--- config.mk ---
export PLATFORM = sky130hd
export DESIGN_NAME = reload_timer
export DESIGN_NICKNAME = d
export VERILOG_FILES = /design/src/rtl/reload_timer_pkg.sv /design/src/rtl/reload_timer_ctrl.sv /design/src/rtl/reload_timer_dp.sv /design/src/rtl/reload_timer.sv
export SDC_FILE = /design/constraint.sdc
export NUM_CORES = 1
export LEC_CHECK = 0
export CAP_MARGIN = 15
export CORE_AREA = 2 2 97 99
export CTS_CLUSTER_DIAMETER = 120
export DETAILED_ROUTE_END_ITERATION = 8
export DIE_AREA = 0 0 99 101
export GPL_ROUTABILITY_DRIVEN = 1
export PLACE_DENSITY = 0.74
export SETUP_SLACK_MARGIN = 0.05
export SLEW_MARGIN = 40
export SYNTH_ARGS = -nofsm -noshare
export SYNTH_HDL_FRONTEND = slang
export SYNTH_HIERARCHICAL = 1
export SYNTH_SLANG_ARGS = --single-unit
--- constraint.sdc ---
create_clock -name clk -period 3.4 [get_ports clk]
set_input_delay 0.34 -clock clk [delete_from_list [all_inputs] [get_ports clk]]
set_output_delay 0.34 -clock clk [all_outputs]
set_load 0.02 [all_outputs]
--- src/rtl/reload_timer_pkg.sv ---
package reload_timer_pkg;
  // word index of each register (byte offset bits [3:2])
  localparam logic [1:0] WIDX_LOAD  = 2'd0;
  localparam logic [1:0] WIDX_VALUE = 2'd1;
  localparam logic [1:0] WIDX_CTRL  = 2'd2;
  localparam logic [1:0] WIDX_ACK   = 2'd3;

  // control word bit positions
  localparam int RUN_BIT  = 7;
  localparam int PER_BIT  = 6;
  localparam int FAST_BIT = 3;

  typedef struct packed {
    logic doLoad;   // copy start count into the live counter
    logic doStep;   // a selected tick while running
    logic clrIrq;   // acknowledge or disable
  } tmr_strobe_t;
endpackage

--- src/rtl/reload_timer_ctrl.sv ---
module reload_timer_ctrl
  import reload_timer_pkg::*;
#(
  parameter int CNT_W  = 32,
  parameter int ADDR_W = 4,
  parameter int DATA_W = 32
) (
  input  logic              clk,
  input  logic              rstN,
  input  logic [ADDR_W-1:0] regAddr,
  input  logic              regWrEn,
  input  logic [DATA_W-1:0] regWrData,
  input  logic              fastTick,
  input  logic              slowTick,
  output logic [CNT_W-1:0]  loadVal,
  output logic              ctlEn,
  output logic              ctlPer,
  output logic              ctlFast,
  output tmr_strobe_t       strobe
);
  logic [1:0] wordIdx;
  logic wrLoad, wrCtrl, wrAck, newRun, tickSel, stopNow;

  assign wordIdx = regAddr[3:2];
  assign wrLoad  = regWrEn && (wordIdx == WIDX_LOAD);
  assign wrCtrl  = regWrEn && (wordIdx == WIDX_CTRL);
  assign wrAck   = regWrEn && (wordIdx == WIDX_ACK);
  assign newRun  = regWrData[RUN_BIT];
  assign stopNow = wrCtrl && !newRun;
  assign tickSel = ctlFast ? fastTick : slowTick;

  always_ff @(posedge clk or negedge rstN) begin
    if (!rstN) begin
      loadVal <= '0;
      ctlEn   <= 1'b0;
      ctlPer  <= 1'b0;
      ctlFast <= 1'b0;
    end else begin
      if (wrLoad) loadVal <= regWrData[CNT_W-1:0];
      if (wrCtrl) begin
        ctlEn   <= regWrData[RUN_BIT];
        ctlPer  <= regWrData[PER_BIT];
        ctlFast <= regWrData[FAST_BIT];
      end
    end
  end

  always_comb begin
    strobe.doLoad = wrCtrl && newRun && !ctlEn;
    strobe.doStep = ctlEn && tickSel && !stopNow;
    strobe.clrIrq = wrAck || stopNow;
  end
endmodule

--- src/rtl/reload_timer_dp.sv ---
module reload_timer_dp
  import reload_timer_pkg::*;
#(
  parameter int CNT_W = 32
) (
  input  logic             clk,
  input  logic             rstN,
  input  tmr_strobe_t      strobe,
  input  logic [CNT_W-1:0] loadVal,
  input  logic             ctlPer,
  output logic [CNT_W-1:0] cntVal,
  output logic             irq
);
  logic isZero, underflow;

  assign isZero    = (cntVal == '0);
  assign underflow = strobe.doStep && isZero;

  always_ff @(posedge clk or negedge rstN) begin
    if (!rstN) begin
      cntVal <= '0;
    end else if (strobe.doLoad) begin
      cntVal <= loadVal;
    end else if (strobe.doStep) begin
      if (isZero) cntVal <= ctlPer ? loadVal : '1;
      else        cntVal <= cntVal - 1'b1;
    end
  end

  always_ff @(posedge clk or negedge rstN) begin
    if (!rstN)              irq <= 1'b0;
    else if (underflow)     irq <= 1'b1;
    else if (strobe.clrIrq) irq <= 1'b0;
  end
endmodule

--- src/rtl/reload_timer.sv ---
module reload_timer
  import reload_timer_pkg::*;
#(
  parameter int CNT_W = 32
) (
  input  logic        clk,
  input  logic        rstN,
  input  logic [3:0]  regAddr,
  input  logic        regWrEn,
  input  logic [31:0] regWrData,
  output logic [31:0] regRdData,
  input  logic        fastTick,
  input  logic        slowTick,
  output logic        irq
);
  localparam int DATA_W = 32;
  localparam int ADDR_W = 4;
  localparam int PAD_W  = DATA_W - CNT_W;

  tmr_strobe_t      strobe;
  logic [CNT_W-1:0] loadVal, cntVal;
  logic             ctlEn, ctlPer, ctlFast;
  logic [DATA_W-1:0] loadWord, cntWord, ctlWord;

  reload_timer_ctrl #(.CNT_W(CNT_W), .ADDR_W(ADDR_W), .DATA_W(DATA_W)) u_ctrl (
    .clk(clk), .rstN(rstN), .regAddr(regAddr), .regWrEn(regWrEn),
    .regWrData(regWrData), .fastTick(fastTick), .slowTick(slowTick),
    .loadVal(loadVal), .ctlEn(ctlEn), .ctlPer(ctlPer), .ctlFast(ctlFast),
    .strobe(strobe)
  );

  reload_timer_dp #(.CNT_W(CNT_W)) u_dp (
    .clk(clk), .rstN(rstN), .strobe(strobe), .loadVal(loadVal),
    .ctlPer(ctlPer), .cntVal(cntVal), .irq(irq)
  );

  generate
    if (PAD_W > 0) begin : g_pad
      assign loadWord = {{PAD_W{1'b0}}, loadVal};
      assign cntWord  = {{PAD_W{1'b0}}, cntVal};
    end else begin : g_full
      assign loadWord = loadVal;
      assign cntWord  = cntVal;
    end
  endgenerate

  always_comb begin
    ctlWord           = '0;
    ctlWord[RUN_BIT]  = ctlEn;
    ctlWord[PER_BIT]  = ctlPer;
    ctlWord[FAST_BIT] = ctlFast;
  end

  always_comb begin
    case (regAddr[3:2])
      WIDX_LOAD:  regRdData = loadWord;
      WIDX_VALUE: regRdData = cntWord;
      WIDX_CTRL:  regRdData = ctlWord;
      default:    regRdData = '0;
    endcase
  end
endmodule

[Yosys cells after proc, flatten, opt, wreduce, memory -nomap -nowiden]
Cells that the tools add are included.
Storage, ports and cells
  register bits after elaboration: 68
  latch bits: 0
  RAM bits: 0
  bits in read-only memories: 0
  input bits: 41
  word-level logic and storage cells: 35
  memories kept: 0
Cells by class
  add/subtract/negate cells: 1
  $mul: 0
  div/mod/pow operators: 0
  magnitude comparators: 0
  equal/unequal tests: 3
  shift operators: 0
  muxes and demuxes: 8
  bitwise gates (word level): 0
  reductions and logical operators: 17
Operators with widths (number)
  $mux 32: 4
  $pmux 32 s3: 1
  $logic_not 32->1: 1
  $sub 32x1->32 const B: 1
  $logic_and 1x1->1: 9
  $eq 2x2->1 const B: 2
  $reduce_bool 2->1: 2
  $logic_not 1->1: 3
  $mux 1: 3
  $eq 2x1->1 const B: 1
  $logic_not 2->1: 1
  $logic_or 1x1->1: 1

[Depth between registers and ports, before layout]
  word-level depth: 7
  mapped depth: 9
  mapped depth without buffers: 7

[By module]
Netlist, hierarchy kept.
By module, submodules not included
  reload_timer_dp: times used 1, cells each 289, area an instance 2462.4 sq um, seq. area each 825.8 sq um
  reload_timer_ctrl: times used 1, cells each 81, area an instance 1371.3 sq um, seq. area each 875.8 sq um
  reload_timer: times used 1, cells each 73, area an instance 531.8 sq um, seq. area each 0.0 sq um

[Worst setup path before layout]
OpenSTA, ideal clock, no wires.
  kind: register to register
  from: register u_dp.cntVal[0]
  to: register u_dp.cntVal[30]
  library setup time: 126 ps
  data arrival time: 1958 ps
  required time: 3274 ps
  setup slack: 1316 ps
  stages on the path, launching flop included: 8
  buffers on the path: 0
  clock period less this slack: 2084 ps
  cell sequence: dfrtp_1 > inv_1 > ha_1 > nor3b_1 > nand4_1 > nor4_2 > o31ai_1 > a221o_1
On the way
  cells in the longest elaborated chain, start to end: 4
  elaborated cells on any way between the ends: 5
  those cells by class: 1 x add/sub; 3 x mux; 1 x reduce/logical
Ends and longest elaborated chain
  from (decl): line reload_timer_dp.sv:11  | output logic [CNT_W-1:0] cntVal,
  from (signal assigned): line reload_timer_dp.sv:23  | cntVal <= loadVal;
  from (signal assigned): line reload_timer_dp.sv:25  | if (isZero) cntVal <= ctlPer ? loadVal : '1;
  from (signal assigned): line reload_timer_dp.sv:26  | else cntVal <= cntVal - 1'b1;
  $sub 32x1->32 or $logic_not 32->1 (tied branches): line reload_timer_dp.sv:26, reload_timer_dp.sv:16
  $mux 32 *: line reload_timer_dp.sv:25
  $mux 32 *: line reload_timer_dp.sv:24  | end else if (strobe.doStep) begin
  $mux 32 *: line reload_timer_dp.sv:22  | end else if (strobe.doLoad) begin
Mark *: on every way between the ends. The rest lies on a longest branch, timed or not. The select of a mux whose other input is x is not followed.
A chain may end at the register's enable or synchronous reset.

[Worst setup path after layout]
  from: register u_dp.cntVal[9]
  to: register u_dp.cntVal[12]
The elaborated chain is that of the path after synthesis.

==> metrics.md <==
| Metric | Value |
|---|---|
| Status | finished clean |
| Clk sinks | 68 |
| Post-synth EDFFs | 0 |
| R2R Setup Slk | 0.62 ns |
| FFs w/ async S/R, synth | 100% |
| Post-route ant nets | 0 |
| # diodes | 0 |
| Crit path time final | 2.78 ns |
| Final period util | 81.9% |
| Post-DP HPWL | 8080 um |
| Worst reg2reg path depth | 5 |
| CP Cell Sequence | nor4_4 -> and4_1 -> nand3_1 -> a211oi_1 -> o22a_1 |
| Crit path launch type | register |
| Max-cap viol count | 0 |
| Placer Congestion | 0.887 |
| Total GRT Usage | 24.7% |
| Worst min path class | input pin to asynchronous set/reset pin |
| Reg-to-Reg End | u_dp/cntVal[12] |
| Reg-to-reg startpoint | u_dp/cntVal[9] |
| Setup violations, final | 0 |
| Critical Path RT | 3.68 ns |
| Critical Path AT | 3.06 ns |
| Chip height | 101 um |
| Routed vias | 3891 |
| Mapped Cells | 443 |
| Layout cells sized above 1 | 16.2% |
| Pwr Density | 573 mW/mm^2 |
| Vias in the first global route | 3918 |
| Setup_tns | 0 ns |
| Post-CTS Setup Bufs | 0 |
| Kind of critical path | register to register |
| Routed WL | 12100 um |
| Setup crit end | u_dp/cntVal[12] |
| FP Rows | 35 |
| CTS max path bufs | 2 |
| Clk network pwr share | 21.9% |
| Seq cells post-synth | 68 |
| IO buf count | 71 |
| Initial Util | 48.6% |
| Crit. End Element | register |
| Worst vdd ir | 350 uV |
| Slew margin rel. | 51.6% |
| CTS H-tree lvls | 3 |
| Core area | 0.00898 mm^2 |
| Slowest-stage cell, CP | nand3_1 |
| Worst-path fanout max | 14 |
| Syn nets | 486 |
| Clock Tree Root | clkbuf_8 |
| Die width | 99 um |
| FF+latch area | 0.00170 mm^2 |
| Synthesized area per cell | 9.85 um^2 |
| Worst skew pair latency | 0.34 ns |
| Crit path from | u_dp/cntVal[9] |
| Final Skew | 0.00577 ns |
| Unique masters post-synth | 67 |
| Area of the multi-input gates | 0.00244 mm^2 |
| Endpoints failing hold | 0 |
| DRC violations left | 0 |
| Net count reported at finish | 550 |
| Seq pwr share | 43.3% |
| Sw Ratio | 38.5% |
| Cell Area, Synth | 0.00437 mm^2 |
| Initial antenna violation count | 0 |
| Area Overhead vs Synth | 21.3% |
| P_sw | 1.17 mW |
| CTS buffer count | 9 |
| Top Ports | 74 |
| Clock transition at the registers of the reported paths | 0.07 ns |
| Filler Cells Inserted | 780 |
| Fmax | 359 MHz |
| Iteration count of the initial detailed-routing pass | 5 |
| Yosys warnings | 6 |
| Routed vias/inst | 6.26 |
| Die area | 0.0100 mm^2 |
| Measured slew at the worst slew-check pin | 0.724 ns |
| Pint | 1.87 mW |
| GRT overflow | 0 |
| WL/cell | 19.4 um |
| RSZ-0062 raised after global routing | no |
| TritonCTS clock tree | built |
| # resized after CTS | 0 |
| Final Max Slew Viols | 0 |
| Hold Buf Count CTS | 0 |
| First-pass GRT wire length | 19800 um |
| Most used DFF post-synth | dfrtp_1 |
| Leak Pwr | 2.10 nW |
| Comb power frac | 34.8% |
| Pin count of the biggest net entering global routing | 69 |
| Total power | 3.03 mW |
| Initial DRC count | 242 |
| Worst path max stage delay | 0.61 ns |
| Share of the yosys chip area belonging to registers | 39.0% |
## stage by stage
step	cells	hold WS (ns)	util, %	worst slack [ns]	instance area, um^2
after floorplan	443	0.0444	-	1.32	4370
after global placement	607	0.392	56.8	0.684	5100
after detailed placement	607	0.395	56.9	0.604	5100
after CTS	622	0.0202	59.0	0.726	5290
after global routing	622	0.0362	59.0	0.573	5290
final	622	0.0101	59.0	0.616	5290
## synth_stat cells (4+ instances only)
cell type	instances	share of area, %
buf_2	5	0.57
o21ai_0	18	2.1
o22a_1	9	1.8
buf_6	7	1.8
or3_1	4	0.57
a2bb2oi_1	6	1.2
nor3_1	14	1.6
a211o_1	4	0.80
mux2i_1	35	8.0
mux2_2	34	8.8
or4_1	5	0.86
or2_2	6	0.86
o211ai_1	7	1.2
o31ai_1	6	1.0
nor2_1	58	5.0
nand2_1	19	1.6
a21oi_1	12	1.4
nor4_1	11	1.6
clkbuf_1	12	1.0
nand3_1	18	2.1
nand4_1	5	0.72
nor4_2	4	1.1
o311ai_0	4	0.80
dfrtp_1	68	39
inv_1	7	0.60
## cell type report
cell class / count / share of cell area [%]
multi-input cells: 339 / 46.2
flip-flops and latches: 68 / 32.1
repair buffers: 81 / 14.9
well taps: 111 / 2.62
clock buffers: 10 / 2.60
clock inverters: 5 / 0.993
inverters: 8 / 0.567
## critical path: cells and delay by family, from the launching register on
| family | cells | cell delay (ns) |
|---|---|---|
| and+or+nand+nor | 3 | 1.52 |
| DFF | 1 | 0.48 |
| AOI/OAI and AO/OA | 2 | 0.72 |
## cell usage in the layout (no fill, tap or decap), drive strengths merged, types with 4 or more instances in the layout
master,netlist,routed
clkbuf,13,10
buf,15,12
a211o,4,4
dfrtp,68,68
nand2,19,19
o311ai,4,4
nand3,18,18
o22a,9,9
or2,6,6
clkinv,1,4
nor3,15,15
nor2,59,59
o21ai,18,18
inv,7,7
o211ai,7,7
o31ai,6,6
or3,4,4
or4,7,7
nand4,6,6
nor4,17,17
mux2,36,36
a2bb2oi,6,6
mux2i,35,35
a21oi,12,12
clkdlybuf4s50,0,69
nor3b,4,4
## metal layers
layer / GRT usage [%] / part of all wire, % / vias to the layer above
li1: - / - / 1799
met1: 31.5 / 42 / 1927
met2: 42.5 / 50 / 143
met3: 4.72 / 5.6 / 22
met4: 7.69 / 1.9 / 0
met5: 0 / 0 / -
## sequential cells by signal, summed over array words and instances, names as in the netlist
signal,count
u_ctrl/loadVal,32
u_dp/cntVal,32
u_ctrl/ctlFast,1
u_dp/irq,1
u_ctrl/ctlPer,1
u_ctrl/ctlEn,1
## worst min-delay path by stage
stage                               endpoint  slack (ns)  cells past startpoint
final                     u_ctrl/loadVal[11]        0.01                      2
after CTS                 u_ctrl/loadVal[19]        0.02                      2
after floorplan                 u_ctrl/ctlEn        0.04                      0
after detailed placement   u_ctrl/loadVal[8]        0.40                      2
after global routing         u_dp/cntVal[11]        0.04                      2
after global placement    u_ctrl/loadVal[13]        0.39                      2
## cells by family (layout without fill, tap and decap cells)
logic type	Yosys count	in the layout	synth area share, %
flops	68	68	39.0
fa+ha+maj	2	2	0.573
simple gates	172	172	22.2
buf+inv	36	104	5.19
xor+xnor	5	5	1.00
mux	71	71	17.3
compound gates	89	89	14.8
## power by group through the flow
stage	clock (mW)	sequential [mW]	combinational, mW
final	0.664	1.31	1.05
after global routing	0.719	1.35	1.14
after CTS	0.684	1.31	1.05
after detailed placement	0	1.32	1.04
after global placement	0	1.31	1.01
after floorplan	0	1.22	0.736
No activity file was read; power rests on OpenSTA's default activity.
